`src/rtl/par12_pkg.sv`:
```
package par12_pkg;

    localparam int DATA_W = 12;
    localparam int TRIG_N = 2;

    // Source that the result register takes on a capture
    typedef enum logic [1:0] {
        SRC_KEEP = 2'd0,
        SRC_PAR  = 2'd1,
        SRC_SER  = 2'd2
    } src_e;

    typedef struct packed {
        logic upd;
        logic shift;
        logic ser;
    } sel_ctrl_t;

    // Shift outranks update; with neither, the register keeps its value
    function automatic src_e pick_src(input sel_ctrl_t c);
        if (c.shift)
            return SRC_SER;
        else if (c.upd)
            return SRC_PAR;
        return SRC_KEEP;
    endfunction

endpackage

```
`src/rtl/par12_tree.sv`:
```
module par12_tree #(
    parameter int W = 12
) (
    input  logic [W-1:0] din,
    input  logic         blank,
    output logic         par
);
    logic [W-1:0] acc;

    assign acc[0] = din[0];

    generate
        for (genvar i = 1; i < W; i++) begin : g_chain
            assign acc[i] = acc[i-1] ^ din[i];
        end
    endgenerate

    assign par = acc[W-1] & ~blank;
endmodule

```
`src/rtl/par12_trig.sv`:
```
module par12_trig #(
    parameter int N = 2
) (
    input  logic         clk,
    input  logic         clr,
    input  logic [N-1:0] trig,
    output logic         fire
);
    logic [N-1:0] prev;
    logic [N-1:0] rise;

    generate
        for (genvar i = 0; i < N; i++) begin : g_src
            // Preset to 1 so a trigger held high through clear is not a rise
            always_ff @(posedge clk or posedge clr) begin
                if (clr)
                    prev[i] <= 1'b1;
                else
                    prev[i] <= trig[i];
            end
            assign rise[i] = trig[i] & ~prev[i];
        end
    endgenerate

    assign fire = |rise;
endmodule

```
`src/rtl/par12_sel.sv`:
```
module par12_sel
    import par12_pkg::*;
(
    input  sel_ctrl_t ctrl,
    input  logic      cur,
    input  logic      par,
    output logic      nxt
);
    always_comb begin
        unique case (pick_src(ctrl))
            SRC_SER: nxt = ctrl.ser;
            SRC_PAR: nxt = par;
            default: nxt = cur;
        endcase
    end
endmodule

```
`src/rtl/par12_capture.sv`:
```
module par12_capture
    import par12_pkg::*;
#(
    parameter int DW = DATA_W,
    parameter int TN = TRIG_N
) (
    input  logic          clk,
    input  logic          clr,
    input  logic [DW-1:0] din,
    input  logic          blank,
    input  logic          upd,
    input  logic          shift,
    input  logic          ser_in,
    input  logic [TN-1:0] trig,
    output logic          par,
    output logic          par_n,
    output logic          y,
    output logic          y_n
);
    logic      par_g;
    logic      fire;
    logic      nxt;
    logic      y_q;
    sel_ctrl_t ctrl;

    par12_tree #(.W(DW)) tree_i (
        .din   (din),
        .blank (blank),
        .par   (par_g)
    );

    par12_trig #(.N(TN)) trig_i (
        .clk  (clk),
        .clr  (clr),
        .trig (trig),
        .fire (fire)
    );

    assign ctrl = '{upd: upd, shift: shift, ser: ser_in};

    par12_sel sel_i (
        .ctrl (ctrl),
        .cur  (y_q),
        .par  (par_g),
        .nxt  (nxt)
    );

    always_ff @(posedge clk or posedge clr) begin
        if (clr)
            y_q <= 1'b0;
        else if (fire)
            y_q <= nxt;
    end

    assign par   = par_g;
    assign par_n = ~par_g;
    assign y     = y_q;
    assign y_n   = ~y_q;
endmodule

```
`config.mk`:
```
export PLATFORM = sky130hd
export DESIGN_NAME = par12_capture
export DESIGN_NICKNAME = d
export VERILOG_FILES = /design/src/rtl/par12_pkg.sv /design/src/rtl/par12_tree.sv /design/src/rtl/par12_trig.sv /design/src/rtl/par12_sel.sv /design/src/rtl/par12_capture.sv
export SDC_FILE = /design/constraint.sdc
export NUM_CORES = 1
export LEC_CHECK = 0
export ABC_CLOCK_PERIOD_IN_PS = 4450
export BUFFER_PORTS_ARGS = -buffer_cell sky130_fd_sc_hd__buf_2
export CORE_AREA = 2 2 39 41
export CTS_BUF_LIST = sky130_fd_sc_hd__clkbuf_16
export CTS_CLUSTER_DIAMETER = 30
export CTS_CLUSTER_SIZE = 24
export DETAILED_ROUTE_END_ITERATION = 6
export DIE_AREA = 0 0 41 43
export SETUP_SLACK_MARGIN = 0.05
export SKIP_LAST_GASP = 1
export SLEW_MARGIN = 0
export SYNTH_ARGS = -nofsm -noshare
export SYNTH_HDL_FRONTEND = slang
export SYNTH_SLANG_ARGS = --single-unit
```
`constraint.sdc`:
```
create_clock -name clk -period 4.45 [get_ports clk]
set_input_delay 0.89 -clock clk [delete_from_list [all_inputs] [get_ports clk]]
set_output_delay 0.89 -clock clk [all_outputs]
set_load 0.01 [all_outputs]
```
==> impl_results.md, run 1 <==
* Ports at 24
* Met2 WL post-DR at 299 um
* Sequential Area at 77.57 um^2
* Non-Filler Instances at 68
* CP Cell Sequence: buf_2, xor2_1, xnor2_1, xnor3_2, nand2b_4, inv_1, buf_2
* Min cycle time layout at 2932 ps
* CP max stage cell: xnor3_2
* Port Buffers at 23
* Largest net degree at the start of global routing at 4
* Total CTS buffers at 3
* Final Power at 0.2381 mW
* CTS Sinks at 3
* Routed length on met1 at 232 um
* Share of the synthesized area in the top cell type at 23.79%
* Core ar. at 0.001384 mm^2
* Max-slew violations at 0
* Fmax at 341.1 MHz
* Finished Core Util at 34.09%
* Drt initial violations at 0
* Count of warnings emitted by yosys at 0
* Clock-pin slew on the worst setup and hold paths at 30 ps
* Clock Skew at 2.271 ps
* CTS-repair resized insts at 0
* Ys async rst share at 100.0%
* Hold-fix buffers, CTS at 0
* Top routing layer used: met4
* Reg2Reg Depth at 4
* Worst hold path type: in2async
* WP data required at 3560 ps
* Hold Slack at 526.4 ps
* Number of vias per cell at 4.000
* Setup TNS at 0 ps
* Max cap viols at 0
* Core Rows at 14
* Status: finished clean
* CTS Buffer Depth at 2
* Antenna-violating nets left at 0
* Total wire length at 694 um
* CP arrival at 2040 ps
* All-layer global routing usage at 9.940%
* Number of synthesized flops with an enable pin at 0
* Leak Pwr at 0.2585 nW
* Leading area contributor after synthesis: xnor2_1
* Vias in the first global route at 302
* Period utilization at 65.88%
* Die Wd at 41 um
* Routed WL per cell at 10.21 um
* Worst Setup Start Kind: primary input
* Worst Slack Setup Final at 1518 ps
* Post-synth top cells: inv_1, xnor2_1, dfstp_2, xor2_1
* Syn_area_per_cell at 10.31 um^2
* Synth Flop Type: dfstp_2
* Area of the multi-input gates at 153.9 um^2
* Worst VDD drop at 240.2 uV
* Clk_lat worst skew at 220 ps
* Final std cell area, no fill at 471.7 um^2
* CTS root buf: clkbuf_16
* Setup bufs post-CTS at 0
* Area contributors post-synth: xnor2_1, dfstp_2, inv_1, dfrtp_1, xnor3_2
* Netlist cell types at 11
* Half-perimeter wire length after placement at 545.7 um
* Netlist Area Pre-Place at 257.7 um^2
* Setup slack at placement at 1488 ps
* Syn Nets at 45
* Routability cong. at 0.6005
* Mapped Cells at 25
* Fraction of final layout cells sized beyond drive strength 1 at 59.62%
* Total gr overflow at 0
* Die H at 43 um
* Ant. Diodes at 0
* DRT Pass-1 Iters at 1
* Critical path startpoint: din[2]
* DRC viols at 0
* Filler cells at 145
* Final setup viols at 0
* Worst path max stage delay at 460 ps
* Most common cell on crit path: buf_2
* Crit Path Category: in2out
* Endpoints failing hold at 0
* PD cells at 504.7 mW/mm^2
* Crit. End Element: output pin
* Vias at 272
* WL met3 at 142 um
* Slew margin rel. at 79.04%
* Initial Util at 18.63%
* Final #Nets at 73
* P&R area growth vs syn at 83.01%
* Max FO, Critical Path at 3
* H-tree depth at 1
* Placed Instances at 64
* Synth Register Bits at 3
* RSZ-0062 raised after global routing: false
* First-pass GRT wire length at 1.097 mm
* Die area at 0.001763 mm^2
* Initial antenna violation count at 0
* Register area share after synthesis at 30.10%
* CTS tree: built
* Reg2reg start: trig_i.prev[0]
* Area after DPL at 392.9 um^2
* Slew @ Worst Pin at 314.4 ps
-- cell families (layout without fill, tap and decap cells) --
| group | Yosys count | in the layout | share of synthesized area, % |
|---|---|---|---|
| xor+xnor | 10 | 10 | 39.81 |
| buf+inv | 7 | 34 | 10.20 |
| flops | 3 | 3 | 30.10 |
| compound gates | 4 | 4 | 14.56 |
| simple gates | 1 | 1 | 5.339 |
-- routing by layer --
layer / up-vias / global-route usage [%]
met4: 0 / 8.000
met3: 3 / 5.759
met1: 109 / 8.039
li1: 133 / -
met2: 27 / 15.94
met5: - / 0
-- where the power goes --
group          internal (mW)  leakage (nW)  switching (mW)
Sequential            0.0310        0.0321         0.00114
Combinational         0.0357         0.184          0.0299
Clock                  0.116        0.0423          0.0244
Total                  0.183         0.259          0.0555
-- layout by cell type (no fill, tap or decap), drive strengths merged --
cell type  Yosys  layout
a32o           1       1
a41oi          1       1
buf            0      23
clkbuf         0       3
dfrtp          1       1
dfstp          2       2
inv            7       8
nand2b         1       1
o21ai          1       1
o22ai          1       1
xnor2          7       7
xnor3          1       1
xor2           2       2
-- cell type report --
cell class | count | share of cell area (%)
Clock buffer | 3 | 15.92
Clock inverter | 1 | 0.7958
Inverter | 7 | 5.570
Multi-Input combinational cell | 15 | 32.63
Sequential cell | 3 | 16.45
Tap cell | 16 | 4.244
Timing Repair Buffer | 23 | 24.40
-- state kept, by name (all words and copies together) (netlist names) --
register,flops
y,1
trig_i.prev,2
-- path summary, 6_finish.rpt --
kind	to	slack (ps)
hold / removal	y	530
setup / recovery	par	1520
setup reg to reg	y	3190
min in group clk	y	680
hold reg to reg	y	680
max in group asynchronous	trig_i.prev[0]	3710
-- critical path: cells and delay by family --
kind,cells,cell delay [ps]
xor+xnor,3,790
buf+inv,3,270
simple gates,1,90
(Power assumes the default switching activity.)
==> run 2, diff against run 1 <==
--- a/config.mk
+++ b/config.mk
@@ -5,7 +5,8 @@
 export SDC_FILE = /design/constraint.sdc
 export NUM_CORES = 1
 export LEC_CHECK = 0
-export ABC_CLOCK_PERIOD_IN_PS = 4450
+export ABC_AREA = 1
+export ABC_CLOCK_PERIOD_IN_PS = 2710
 export BUFFER_PORTS_ARGS = -buffer_cell sky130_fd_sc_hd__buf_2
 export CORE_AREA = 2 2 39 41
 export CTS_BUF_LIST = sky130_fd_sc_hd__clkbuf_16
==> constraint.sdc (replaced) <==
create_clock -name clk -period 2.71 [get_ports clk]
set_input_delay 0.542 -clock clk [delete_from_list [all_inputs] [get_ports clk]]
set_output_delay 0.542 -clock clk [all_outputs]
set_load 0.01 [all_outputs]
==> impl_results.md, run 2 <==
* Status: finished clean
* Commonest non-fill, non-tap cell in the layout: nand2_1
* Initial antenna violation count at 0
* Worst Setup Start Kind: primary input
* Clock-pin slew on the worst setup and hold paths at 30 ps
* Netlist cell types at 13
* Syn_area_per_cell at 5.241 um^2
* Min cycle time layout at 1998 ps
* Vias at 441
* Largest reg by FF count: trig_i.prev
* Worst VDD drop at 537.3 uV
* Hold-fix buffers, CTS at 0
* Total wire length at 694 um
* Netlist Area Pre-Place at 361.6 um^2
* Setup bufs post-CTS at 0
* Final setup viols at 0
* Ports at 24
* Register area share after synthesis at 21.45%
* Crit Path Category: in2out
* Period utilization at 73.73%
* CTS-repair resized insts at 0
* Count of warnings emitted by yosys at 0
* Ant. Diodes at 0
* Half-perimeter wire length after placement at 621.8 um
* DRC viols at 0
* RSZ-0062 raised after global routing: false
* Die area at 0.001763 mm^2
* Max-slew violations at 0
* Total CTS buffers at 3
* Port Buffers at 23
* Critical path startpoint: din[2]
* Die H at 43 um
* Finished Core Util at 41.59%
* Post-synth top cells: nand2_1, inv_1, nor2_1
* Reg2reg start: trig_i.prev[0]
* Initial Util at 26.13%
* CTS tree: built
* Max reg flops at 2
* Syn Nets at 89
* Share of the synthesized area in the top cell type at 33.22%
* All-layer global routing usage at 10.85%
* Core Rows at 14
* Sequential Area at 77.57 um^2
* Core ar. at 0.001384 mm^2
* First-pass GRT wire length at 1.338 mm
* CTS Buffer Depth at 2
* Area of the multi-input gates at 216.5 um^2
* H-tree depth at 1
* Clock Skew at 0.4139 ps
* Endpoints failing hold at 0
* Setup TNS at 0 ps
* Top-count cell post-synth: nand2_1
* Slew margin rel. at 85.62%
* Synth Register Bits at 3
* Mapped Cells at 69
* Area contributors post-synth: nand2_1, inv_1, dfstp_2, dfrtp_1, nand2_2
* P&R area growth vs syn at 59.17%
* Die Wd at 41 um
* CP arrival at 1460 ps
* Number of synthesized flops with an enable pin at 0
* Filler cells at 153
* Clk_lat worst skew at 220 ps
* Crit. End Element: output pin
* Max cap viols at 0
* Ys async rst share at 100.0%
* Final #Nets at 117
* Synth Flop Type: dfstp_2
* FF-to-FF setup slack at 1750 ps
* R2R Path End: y
* Largest net degree at the start of global routing at 4
* Reg2Reg Depth at 5
* PD cells at 625.9 mW/mm^2
* Worst hold path type: in2async
* Routability cong. at 0.7054
* CTS root buf: clkbuf_16
* Slew @ Worst Pin at 213.4 ps
* Leak Pwr at 0.3919 nW
* DRT Pass-1 Iters at 2
* Total gr overflow at 0
* Fmax at 500.5 MHz
* Max FO, Critical Path at 3
* Most frequent cells in the layout: nand2_1, buf_2, inv_1
* Leading area contributor after synthesis: nand2_1
* Vias in the first global route at 377
* Final std cell area, no fill at 575.6 um^2
* Fraction of final layout cells sized beyond drive strength 1 at 35.42%
* Drt initial violations at 7
* WP data required at 2170 ps
* Routed WL per cell at 6.196 um
* CTS Sinks at 3
* Area after DPL at 496.7 um^2
* Antenna-violating nets left at 0
* Number of vias per cell at 3.938
run 2: kinds of logic after synthesis:
| family | share of synthesized area (%) |
|---|---|
| AOI/OAI and AO/OA | 3.114 |
| xor gates and xnor gates | 9.690 |
| buffers and inverters | 18.69 |
| DFF | 21.45 |
| and+or+nand+nor | 47.06 |
run 2: per-stage QoR:
stage / hold slack, ps / worst slack, ps / instances / power [mW]
2_1_floorplan: 294.2 / 937.7 / 69 / 0.1030
4_1_cts: 185.0 / 696.2 / 112 / 0.3641
5_1_grt: 188.5 / 543.5 / 112 / 0.3832
6_report: 181.2 / 711.8 / 112 / 0.3603
3_3_place_gp: 407.6 / 713.1 / 108 / 0.1334
3_5_place_dp: 414.4 / 699.6 / 108 / 0.1354
run 2: area by class of cell:
type	count	area share (%)
Clock buffer	3	13.04
Sequential cell	3	13.48
Timing Repair Buffer	23	20.00
Inverter	18	11.74
Tap cell	16	3.478
Multi-Input combinational cell	48	37.61
Clock inverter	1	0.6522
run 2: power by group:
group	internal [mW]	total, mW	switching (mW)
clock	0.190	0.227	0.0370
sequential	0.0504	0.0527	0.00226
combinational	0.0362	0.0806	0.0445
run 2: how the worst max path moves through the flow:
stage | endpoint
after detailed placement | par
after global routing | par
final | par
after CTS | par
after floorplan | par
after global placement | par
run 2: routing by layer:
metal,up-vias,share of wire [%],GRT usage [%]
li1,249,-,-
met1,187,40,13.23
met2,5,58,16.25
met3,0,2.0,1.571
met4,0,0,8.000
met5,-,0,0
run 2: worst max-delay path, cell delays in order:
cell and delay [ps]:
buf_2 110, nor2_2 120, inv_2 30, nand2_1 50
nand2_1 60, nand2_1 60, nand2_1 50, nand2_2 60
inv_1 40, nand2_1 40, nand2_1 50, nand2_2 70
inv_1 40, buf_2 120
==> run 3, diff against run 2 <==
--- a/config.mk
+++ b/config.mk
@@ -5,8 +5,8 @@
 export SDC_FILE = /design/constraint.sdc
 export NUM_CORES = 1
 export LEC_CHECK = 0
-export ABC_AREA = 1
-export ABC_CLOCK_PERIOD_IN_PS = 2710
+export ABC_AREA = 0
+export ABC_CLOCK_PERIOD_IN_PS = 1700
 export BUFFER_PORTS_ARGS = -buffer_cell sky130_fd_sc_hd__buf_2
 export CORE_AREA = 2 2 39 41
 export CTS_BUF_LIST = sky130_fd_sc_hd__clkbuf_16
==> constraint.sdc (replaced) <==
create_clock -name clk -period 1.7 [get_ports clk]
set_input_delay 0.34 -clock clk [delete_from_list [all_inputs] [get_ports clk]]
set_output_delay 0.34 -clock clk [all_outputs]
set_load 0.01 [all_outputs]
==> impl_results.md, run 3 (synthesized netlist as in run 1, its figures left out) <==
* Status: finished with violations
* Failing checks: setup timing
* CTS tree: built
* Combinational share of power at 33.1%
* Final setup viols at 2
* DRT Pass-1 Iters at 1
* Setup slack at placement at -109.9 ps
* Port Buffers at 23
* Worst Slack Setup Final at -79.12 ps
* Number of vias per cell at 3.817
* Max FO, Critical Path at 3
* Hold EP: trig_i.prev[1]
* Core ar. at 0.001384 mm^2
* Ports at 24
* Max reg flops at 2
* Fraction of final layout cells sized beyond drive strength 1 at 67.27%
* Worst VDD drop at 617.7 uV
* Slew @ Worst Pin at 278.5 ps
* Period utilization at 104.7%
* Total gr overflow at 0
* Largest net degree at the start of global routing at 4
* Largest reg by FF count: trig_i.prev
* CTS Sinks at 3
* Core Rows at 14
* Slew margin rel. at 81.43%
* Fmax at 562.1 MHz
* CTS root buf: clkbuf_16
* Die area at 0.001763 mm^2
* PD cells at 1174 mW/mm^2
* Critical path startpoint: din[5]
* Vias at 271
* Crit. End Element: output pin
* CP arrival at 1440 ps
* Total CTS buffers at 3
* Min cycle time layout at 1779 ps
* Leak Pwr at 0.2986 nW
* FF-to-FF setup slack at 510 ps
* Crit Path Category: in2out
* Initial Util at 18.63%
* Routability cong. at 0.6051
* RSZ-0062 raised after global routing: true
* Clk_lat worst skew at 220 ps
* Flop pwr share at 12.6%
* Internal at 0.5204 mW
* Die Wd at 41 um
* First-pass GRT wire length at 897 um
* Commonest non-fill, non-tap cell in the layout: buf_2
* Max cap viols at 0
* All-layer global routing usage at 8.954%
* Max-slew violations at 0
* Hold Crit Depth at 1
* Clock Skew at 0.06194 ps
* Clock Power Share at 54.3%
* Initial antenna violation count at 0
* Filler cells at 139
* DRC viols at 0
* Antenna-violating nets left at 0
* Fraction of power spent switching nets at 22.11%
* Half-perimeter wire length after placement at 497.9 um
* CTS Buffer Depth at 2
* Drt initial violations at 0
* Most frequent cells in the layout: buf_2, buf_6, inv_1
* Reg2Reg Depth at 4
* Min-Delay Startpoint: trig[1]
* Worst hold path type: in2reg
* WP data required at 1360 ps
* Final #Nets at 76
* Die H at 43 um
* Net Sw Power at 0.1477 mW
* Worst Setup Start Kind: primary input
* Clock-pin slew on the worst setup and hold paths at 30 ps
* Ant. Diodes at 0
* Endpoints failing hold at 0
* Routed WL per cell at 9.775 um
* Hold Slack at 232.7 ps
* R2R Path End: y
* Total wire length at 694 um
* P&R area growth vs syn at 120.9%
* Reg2reg start: trig_i.prev[0]
* Vias in the first global route at 257
* H-tree depth at 1
-- run 3: cell count changes in the layout (fill, tap and decap cells not counted), moves of 3 or more --
cell	before	now
buf_2	23	15
xnor2_1	2	5
nand2_2	3	0
inv_1	17	7
buf_6	0	8
nand2_1	32	0
nor2_1	4	0
-- run 3: per-stage QoR --
step                power, mW  TNS [ps]  utilization [%]  cell area (um^2)  cells
floorplan              0.1971         0                -             257.7     25
global placement       0.2626    -155.5            28.93             400.4     65
detailed placement     0.2654    -185.5            28.93             400.4     65
CTS                    0.6698    -141.3            38.25             529.3     71
global route           0.7064    -294.4            41.14             569.3     71
finish                 0.6681    -143.8            41.14             569.3     71
-- run 3: repair_timing --
item                                   in CTS  in global routing
hold buffers                                1                  0
endpoints found under the hold margin       1                  0
setup endpoints to repair                   2                  2
cloned                                      0                  0
resized for setup                           6                  6
pin swaps                                   4                  4
setup buffers                               1                  0
-- run 3: worst max-delay path, cell delays in order --
cell and delay (ps):
buf_6 100, xor2_2 160, xnor2_1 150, xnor3_2 460
nand2b_4 90, inv_2 30, buf_6 100
-- run 3: per-layer routing --
layer / routed length, um / GRT usage, % / share of wire (%)
met5: 0 / 0 / 0
met4: 18 / 14.00 / 2.6
met3: 120 / 5.236 / 17
met2: 294 / 10.94 / 42
met1: 260 / 7.443 / 37
-- run 3: worst max path at each step --
stage                     slack (ps)  cells after the start  end
after floorplan                  110                      5  par
after CTS                        -80                      7  par
final                            -80                      7  par
after global routing            -150                      7  par
after global placement           -90                      7  par
after detailed placement        -110                      7  par
-- run 3: cell type report --
class | count | area [um^2] | area share [%]
multi-input cells | 15 | 176.4 | 30.99
flip-flops and latches | 3 | 77.57 | 13.63
well taps | 16 | 20.02 | 3.516
inverters | 7 | 26.28 | 4.615
clock buffers | 3 | 75.07 | 13.19
repair buffers | 26 | 190.2 | 33.41
clock inverters | 1 | 3.754 | 0.6593
-- run 3: power by group through the flow --
stage / clock (mW) / combinational [mW] / sequential, mW
2_1_floorplan: 0 / 0.110 / 0.0873
3_3_place_gp: 0 / 0.178 / 0.0845
3_5_place_dp: 0 / 0.181 / 0.0849
4_1_cts: 0.371 / 0.215 / 0.0843
5_1_grt: 0.379 / 0.242 / 0.0852
6_report: 0.363 / 0.221 / 0.0840
